`src/rtl/gpio_pin_pkg.sv`:
```
package gpio_pin_pkg;
  localparam int B_OE     = 0;
  localparam int B_OVAL   = 1;
  localparam int B_SENSE  = 2;
  localparam int B_POL    = 3;   // two bits: 4:3
  localparam int B_EN     = 5;
  localparam int B_UNMASK = 6;
  localparam int B_WAKE   = 7;   // three bits: 9:7
  localparam int B_PIN    = 10;
  localparam int B_ISTS   = 11;
  localparam int B_WSTS   = 12;
  localparam int USED_W   = 13;

  typedef enum logic [1:0] {
    POL_HIGH = 2'b00,
    POL_LOW  = 2'b01,
    POL_BOTH = 2'b10,
    POL_RSVD = 2'b11
  } pol_e;

  typedef struct packed {
    logic [2:0] wake_en;
    logic       unmask;
    logic       en;
    pol_e       pol;
    logic       level;
    logic       oval;
    logic       oe;
  } pin_cfg_t;
endpackage

```
`src/rtl/gpio_pin_trig.sv`:
```
module gpio_pin_trig
  import gpio_pin_pkg::*;
(
  input  logic clk,
  input  logic rst_n,
  input  logic pad_in,
  input  logic level_mode,
  input  pol_e pol,
  output logic pin_q,
  output logic hit
);
  logic rise, fall;

  always_ff @(posedge clk or negedge rst_n) begin
    if (!rst_n) pin_q <= 1'b0;
    else        pin_q <= pad_in;
  end

  assign rise = pad_in & ~pin_q;
  assign fall = ~pad_in & pin_q;

  always_comb begin
    unique case (pol)
      POL_HIGH: hit = level_mode ? pad_in  : rise;
      POL_LOW:  hit = level_mode ? ~pad_in : fall;
      POL_BOTH: hit = level_mode ? 1'b0    : (rise | fall);
      default:  hit = 1'b0;
    endcase
  end
endmodule

```
`src/rtl/gpio_pin_flag.sv`:
```
module gpio_pin_flag (
  input  logic clk,
  input  logic rst_n,
  input  logic set_evt,
  input  logic track,
  input  logic track_val,
  input  logic clr,
  output logic sts
);
  always_ff @(posedge clk or negedge rst_n) begin
    if (!rst_n)       sts <= 1'b0;
    else if (track)   sts <= track_val;
    else if (set_evt) sts <= 1'b1;
    else if (clr)     sts <= 1'b0;
  end

  p_hold_r8: assert property (@(posedge clk) disable iff (!rst_n)
    (sts && !clr && !track) |=> sts);
  p_no_set_r8: assert property (@(posedge clk) disable iff (!rst_n)
    (!sts && !set_evt && !track) |=> !sts);
  p_clr_r9: assert property (@(posedge clk) disable iff (!rst_n)
    (clr && !set_evt && !track) |=> !sts);
endmodule

```
`src/rtl/gpio_pin_ctl.sv`:
```
module gpio_pin_ctl
  import gpio_pin_pkg::*;
#(
  parameter int WORD_W    = 16,
  parameter int NUM_WAKE  = 3,
  localparam int SLP_W    = $clog2(NUM_WAKE + 1)
) (
  input  logic              clk,
  input  logic              rst_n,
  input  logic              wr_en,
  input  logic [WORD_W-1:0] wr_data,
  output logic [WORD_W-1:0] rd_data,
  input  logic              pad_in,
  input  logic [SLP_W-1:0]  sleep_state,
  output logic              pad_oe,
  output logic              pad_out,
  output logic              irq_out,
  output logic              wake_out,
  output logic              pending
);
  pin_cfg_t cfg;
  logic pin_q, hit, irq_sts, wake_sts;
  logic clr_irq, clr_wake, wake_sel;
  logic [NUM_WAKE-1:0] wake_match;

  always_ff @(posedge clk or negedge rst_n) begin
    if (!rst_n) cfg <= '0;
    else if (wr_en) begin
      cfg.oe      <= wr_data[B_OE];
      cfg.oval    <= wr_data[B_OVAL];
      cfg.level   <= wr_data[B_SENSE];
      cfg.pol     <= pol_e'(wr_data[B_POL +: 2]);
      cfg.en      <= wr_data[B_EN];
      cfg.unmask  <= wr_data[B_UNMASK];
      cfg.wake_en <= wr_data[B_WAKE +: 3];
    end
  end

  assign clr_irq  = wr_en & wr_data[B_ISTS];
  assign clr_wake = wr_en & wr_data[B_WSTS];

  gpio_pin_trig u_trig (
    .clk(clk), .rst_n(rst_n), .pad_in(pad_in),
    .level_mode(cfg.level), .pol(cfg.pol),
    .pin_q(pin_q), .hit(hit)
  );

  for (genvar w = 0; w < NUM_WAKE; w++) begin : g_wake
    assign wake_match[w] = cfg.wake_en[w] && (sleep_state == SLP_W'(w + 1));
  end
  assign wake_sel = |wake_match;

  gpio_pin_flag u_irq (
    .clk(clk), .rst_n(rst_n),
    .set_evt(cfg.en & hit & ~cfg.level),
    .track(cfg.en & cfg.level),
    .track_val(hit),
    .clr(clr_irq),
    .sts(irq_sts)
  );

  gpio_pin_flag u_wake (
    .clk(clk), .rst_n(rst_n),
    .set_evt(hit & wake_sel),
    .track(1'b0),
    .track_val(1'b0),
    .clr(clr_wake),
    .sts(wake_sts)
  );

  assign pad_oe   = cfg.oe;
  assign pad_out  = cfg.oval;
  assign irq_out  = irq_sts & cfg.unmask;
  assign wake_out = wake_sts;
  assign pending  = irq_out | wake_out;

  always_comb begin
    rd_data             = '0;
    rd_data[B_OE]       = cfg.oe;
    rd_data[B_OVAL]     = cfg.oval;
    rd_data[B_SENSE]    = cfg.level;
    rd_data[B_POL +: 2] = cfg.pol;
    rd_data[B_EN]       = cfg.en;
    rd_data[B_UNMASK]   = cfg.unmask;
    rd_data[B_WAKE +: 3] = cfg.wake_en;
    rd_data[B_PIN]      = pin_q;
    rd_data[B_ISTS]     = irq_sts;
    rd_data[B_WSTS]     = wake_sts;
  end

  p_oe_follow_r2: assert property (@(posedge clk) disable iff (!rst_n)
    wr_en |=> (pad_oe == $past(wr_data[B_OE])) && (pad_out == $past(wr_data[B_OVAL])));
  p_run_no_wake_r11: assert property (@(posedge clk) disable iff (!rst_n)
    (sleep_state == '0 && !wake_sts) |=> !wake_sts);
  p_level_both_r6: assert property (@(posedge clk) disable iff (!rst_n)
    (cfg.level && cfg.en && cfg.pol[1]) |=> !irq_sts);
  initial p_width_ok: assert (WORD_W >= USED_W && NUM_WAKE == 3);
endmodule

```
`config.mk`:
```
export PLATFORM = sky130hd
export DESIGN_NAME = gpio_pin_ctl
export DESIGN_NICKNAME = d
export VERILOG_FILES = /design/src/rtl/gpio_pin_pkg.sv /design/src/rtl/gpio_pin_trig.sv /design/src/rtl/gpio_pin_flag.sv /design/src/rtl/gpio_pin_ctl.sv
export SDC_FILE = /design/constraint.sdc
export NUM_CORES = 1
export LEC_CHECK = 0
export ABC_AREA = 1
export BUFFER_PORTS_ARGS = -buffer_cell sky130_fd_sc_hd__buf_2
export CAP_MARGIN = 0
export CORE_ASPECT_RATIO = 0.6
export CORE_MARGIN = 1.5
export CORE_UTILIZATION = 32
export DETAILED_ROUTE_END_ITERATION = 10
export GPL_TIMING_DRIVEN = 0
export SYNTH_ARGS = -nofsm -noshare
export SYNTH_HDL_FRONTEND = slang
export SYNTH_SLANG_ARGS = --single-unit
```
`constraint.sdc`:
```
create_clock -name clk -period 1.6 [get_ports clk]
set_clock_uncertainty 0.2 [all_clocks]
set_input_delay 0.32 -clock clk [delete_from_list [all_inputs] [get_ports clk]]
set_output_delay 0.32 -clock clk [all_outputs]
set_load 0.1 [all_outputs]
```
==> results of run 1 <==
repair_timing:
item                       in CTS  in global routing
hold endpoints to repair       14                  0
pin swaps                       1                  0
resized for setup              24                  6
hold buffers                    2                  0
buffers inserted                1                  1
setup endpoints to repair      18                  8
kinds of logic after synthesis:
logic type / after synthesis / synth area share, %
AO/OA/AOI/OAI: 6 / 4.68
adder cells (fa/ha/maj): 2 / 3.60
buffers and inverters: 19 / 16.2
flip-flops: 13 / 46.8
other: 1 / 0.540
AND/OR/NAND/NOR: 47 / 28.1
sequential cells by signal (all words and copies together), names as in the netlist:
register and count:
rd_data 8, pad_oe 1, pad_out 1, u_irq.sts 1
u_trig.pin_q 1, u_wake.sts 1
power breakdown:
| group | internal [mW] | switching [mW] | total (mW) | leakage (nW) |
|---|---|---|---|---|
| sequential | 0.367 | 0.0359 | 0.403 | 0.152 |
| clock | 0.0968 | 0.112 | 0.208 | 0.0150 |
| combinational | 0.204 | 0.547 | 0.751 | 0.445 |
Yosys cell counts:
library cell	number	area [sq um]
nor2_1	4	15.0
conb_1	1	3.75
ha_1	2	25.0
nand2_1	36	135
inv_1	7	26.3
nand2_2	2	12.5
buf_6	1	11.3
nor2_2	1	6.26
inv_2	2	7.51
o21ai_0	5	25.0
nand3_2	1	10.0
or2_2	1	6.26
buf_4	9	67.6
nand3_1	2	10.0
o211ai_1	1	7.51
dfrtp_1	13	325
final cells by class:
class	instances	area [sq um]	area share (%)
clock buffer	4	26.3	2.42
tap	28	35.0	3.23
timing repair buffer	39	305	28.1
inverter	9	37.5	3.46
sequential	13	335	30.9
buffer	9	71.3	6.57
multi-input combinational	58	274	25.3
worst max-delay path by stage:
stage	start	endpoint	slack (ps)	cells after the start
after floorplan	rd_data[6]$_DFFE_PN0P_	pending	-590	3
after global placement	rd_data[6]$_DFFE_PN0P_	pending	-40	4
after detailed placement	rd_data[6]$_DFFE_PN0P_	pending	-60	4
after CTS	rd_data[6]$_DFFE_PN0P_	pending	-240	4
after global routing	rd_data[6]$_DFFE_PN0P_	pending	-290	4
final	rd_data[6]$_DFFE_PN0P_	pending	-230	4
per-stage QoR:
stage / cells / setup TNS (ps)
global placement: 153 / -44.6
detailed placement: 153 / -57.9
finish: 160 / -412
global route: 160 / -576
floorplan: 90 / -640
CTS: 160 / -435
per-layer routing:
layer	wire length [microns]	GRT usage (%)	up-vias
li1	-	-	345
met4	12	5.00	0
met2	740	25.5	29
met3	154	6.71	2
met5	0	0	-
met1	739	20.2	286
critical path: stages, from the launching register on:
cell and delay (ps):
dfrtp_4 490, nand2_4 70, clkinvlp_4 70, or2_4 230, buf_12 160
==> flow_summary.toml, run 1 <==
[clock_network]
cts_made_buffers = 3
clock_sinks = 13
cts_htree_levels = 1
clk_root_buffer_cell = "clkbuf_4"
insertion_delay_ps = 280
clk_pin_slew_ps = 80
tritoncts = "built"
clk_path_buf_depth = 2

[finish]
filler_cell_count = 190
syn2layout_area_growth_pct = 56.2
drive_above_1_share_pct = 48.5
mostFrequentLayoutCell = "nand2_1"
antennaDiodeCount = 0
finalInstanceArea_sq_um = 1080
fin_util_pct = 55.6
final_net_count = 157
layout_common_cells = "nand2_1, buf_4, buf_2"

[timing]
finalSetupViolCount = 3
final.period_utilization_pct = 115
grt_setup_unrepaired = "true"
final_critical_path_setup_slack_ps = -234
period_needed_ps = 1830
whs_ps = 34.1
maxClockFrequency_mhz = 545
final_hold_viol_count = 0
final-max-slew-violation-count = 0

[global_route]
initial_antenna_violation_count = 0
global_route_wire_length_before_repair_microns = 2820
grt_overflow = 0
first_global_vias = 609
largest_net_degree_at_the_start_of_global_routing = 14
groute.usage.overall_pct = 16.1

[synth]
postSynthRegisterBits = 13
ys_types = 16
avgSynthCellArea_sq_um = 7.89
synth_cells = 88
post_synth_instance_area_sq_um = 694
sequential_cell_area_fraction_in_the_yosys_report_pct = 46.8
yosys_warnings = 0

[placed_design]
routabilityCongestion = 0.770
placed_area_sq_um = 936
detailedPlace.worstSlack_ps = -57.9
io_buffers = 35
place.detailed.hpwl_microns = 1230

[floorplanning]
core.rowCount = 12
die_height_microns = 39.1
core_footprint_sq_um = 1950
initial_core_util_pct = 35.6
num_io_pins = 43
die-area_sq_um = 2470
die_w_microns = 63.1

[drt]
route.detailed.drc = 0
average_vias_per_placed_instance = 4.14
num_vias = 662
dr.pass1.iters = 4
routed_wirelength_microns = 1650
dr.first_iter.drc_count = 23
final_ant_viol_nets = 0
routedWlPerCell_microns = 10.3

[setup_path]
register_to_register_path_depth = 6
worstReg2RegStart = "u_trig.pin_q$_DFF_PN0_"
biggest_fanout_along_the_worst_timing_path = 2
critPathKind = "reg -> out"
worstPathRequired_ps = 1080
worst-r2r-setup-slack_ps = 250
r2r-end = "u_wake.sts$_DFFE_PN0P_"
crit_path_start_kind = "register"
worstSetupEndpointType = "primary output"
cp.arrival_ps = 1310

[worst_hold_path]
min_path_type = "in -> reg"
hold-path-cell-count = 3
timing.hold.worst.start = "wr_data[0]"
min_delay_worst_endpoint = "pad_oe$_DFFE_PN0P_"

[outcome]
outcome = "finished with violations"
violations = "negative setup slack"

[pwr]
design_power_total_mw = 1.36
p_per_area_nw_per_um2 = 1260
largest_voltage_drop_on_the_vdd_net_mv = 0.450
leakage_nw = 0.612

[flow_run]
max-cap-violations = 0
Note: power is estimated with default switching activity, not from simulation.
==> run 2: changes to the inputs <==
- CORE_MARGIN: 1.5 -> 2
- GPL_TIMING_DRIVEN: 0 -> default
==> run 2 against run 1 <==
Cell count down 1.9%. Hold slack better by 9.0 ps. Highest routed layer is now met3. Global-route usage is 1.8 points lower. Worst setup slack improved by 8.9 ps. The run still ends with negative setup slack left. Sequential share of layout area fell by 3.5 points. Design area rose by 13%.
==> flow_summary.toml, run 2 (synthesis results as in run 1) <==
[outcome]
outcome = "finished with violations"
violations = "negative setup slack"

[clock_network]
clk_root_buffer_cell = "clkbuf_4"
clk_path_buf_depth = 2
clk_pin_slew_ps = 80
clock_sinks = 13
tritoncts = "built"
cts_htree_levels = 1
insertion_delay_ps = 270
cts_made_buffers = 3

[floorplanning]
initial_core_util_pct = 32.8
die_w_microns = 64.1
num_io_pins = 43
core_footprint_sq_um = 2110
die-area_sq_um = 2570
core.rowCount = 13
die_height_microns = 40.1

[drt]
routed_wirelength_microns = 1570
num_vias = 651
routedWlPerCell_microns = 10.0
dr.pass1.iters = 4
final_ant_viol_nets = 0
average_vias_per_placed_instance = 4.15
route.detailed.drc = 0
dr.first_iter.drc_count = 3

[setup_path]
biggest_fanout_along_the_worst_timing_path = 2
worstSetupEndpointType = "primary output"
critPathKind = "reg -> out"
crit_path_start_kind = "register"
cp.arrival_ps = 1310
register_to_register_path_depth = 6
worstPathRequired_ps = 1080

[placed_design]
routabilityCongestion = 0.707
place.detailed.hpwl_microns = 1300
place_inst = 150
placed_area_sq_um = 1150
io_buffers = 35

[global_route]
largest_net_degree_at_the_start_of_global_routing = 14
groute.usage.overall_pct = 14.3
grt_overflow = 0
global_route_wire_length_before_repair_microns = 2730
first_global_vias = 631
initial_antenna_violation_count = 0

[timing]
setup-tns-final_ps = -441
period_needed_ps = 1830
maxClockFrequency_mhz = 548
final_hold_viol_count = 0
grt_setup_unrepaired = "true"
final.period_utilization_pct = 114
finalSetupViolCount = 2
final-max-slew-violation-count = 0
final_critical_path_setup_slack_ps = -226

[flow_run]
max-cap-violations = 0

[finish]
drive_above_1_share_pct = 46.5
layout_common_cells = "nand2_1, buf_12, buf_2"
finalInstanceArea_sq_um = 1220
antennaDiodeCount = 0
mostFrequentLayoutCell = "nand2_1"
final_net_count = 152
filler_cell_count = 194
largest_register_ff_count = 8
final_cell_count_no_fill = 157
syn2layout_area_growth_pct = 76.4

[pwr]
largest_voltage_drop_on_the_vdd_net_mv = 0.437
combinationalPowerShare_pct = 58.1
leakage_nw = 0.643
power_frac_clock_pct = 13.6
cell_internal_pwr_mw = 0.758
p_per_area_nw_per_um2 = 1200
seq_power_share_pct = 28.3
swShare_pct = 48.2
power.switching_mw = 0.706

[worst_hold_path]
min_path_type = "in -> reg"
hold-path-cell-count = 3
==> run 2: cell types whose count changed in the layout (fill, tap and decap cells not counted), sizes merged <==
cell  previous run  this run
buf             46        41
==> run 2: layout make-up <==
cell class | count | area [sq um] | share of cell area (%)
clock buffers | 4 | 26.3 | 2.15
well taps | 30 | 37.5 | 3.06
multi-input cells | 58 | 274 | 22.4
repair buffers | 43 | 514 | 42.0
inverters | 9 | 37.5 | 3.06
flip-flops and latches | 13 | 335 | 27.4
==> run 2: repair_timing <==
item,CTS,global route
resized for setup,5,0
endpoints found under the setup margin,3,3
pin swaps,1,0
setup buffers,1,0
hold buffers,2,0
endpoints found under the hold margin,14,0
==> run 2: worst max-delay path, stage by stage (launching register included) <==
cell	delay (ps)
dfrtp_4	490
nand2_4	70
clkinvlp_4	70
or2_4	240
buf_12	160
==> run 2: path summary, 6_finish.rpt <==
path	to	startpoint	slack, ps
worst max-delay path	pending	rd_data[6]$_DFFE_PN0P_	-230
worst min-delay path	rd_data[4]$_DFFE_PN0P_	wr_data[4]	40
worst max register to register	u_irq.sts$_DFFE_PN0P_	u_trig.pin_q$_DFF_PN0_	240
worst min register to register	rd_data[8]$_DFFE_PN0P_	rd_data[8]$_DFFE_PN0P_	370
max in group asynchronous	rd_data[6]$_DFFE_PN0P_	rst_n	680
min in group asynchronous	u_trig.pin_q$_DFF_PN0_	rst_n	270
==> run 2: metal layers <==
metal,GRT usage [%],part of all wire (%),vias up
met5,0,0,-
met4,1.60,0,0
met3,5.62,8.1,0
met2,24.7,44,26
met1,17.9,48,292
li1,-,-,333
==> run 2: power by group through the flow <==
| stage | clock network, mW | logic (mW) | registers, mW |
|---|---|---|---|
| floorplan | 0 | 0.364 | 0.597 |
| finish | 0.199 | 0.852 | 0.414 |
| global placement | 0 | 0.811 | 0.420 |
| CTS | 0.208 | 0.857 | 0.415 |
| detailed placement | 0 | 0.819 | 0.421 |
| global route | 0.219 | 0.885 | 0.420 |
==> run 2: per-stage QoR <==
| stage | setup WS [ps] | hold WS (ps) | utilization [%] | power [mW] |
|---|---|---|---|---|
| global route | -276 | 54.3 | 57.9 | 1.52 |
| detailed placement | -58.2 | 20.7 | 54.5 | 1.24 |
| floorplan | -592 | -176 | - | 0.962 |
| finish | -226 | 43.1 | 57.9 | 1.46 |
| global placement | -39.3 | 16.5 | 54.5 | 1.23 |
| CTS | -236 | 36.1 | 57.9 | 1.48 |
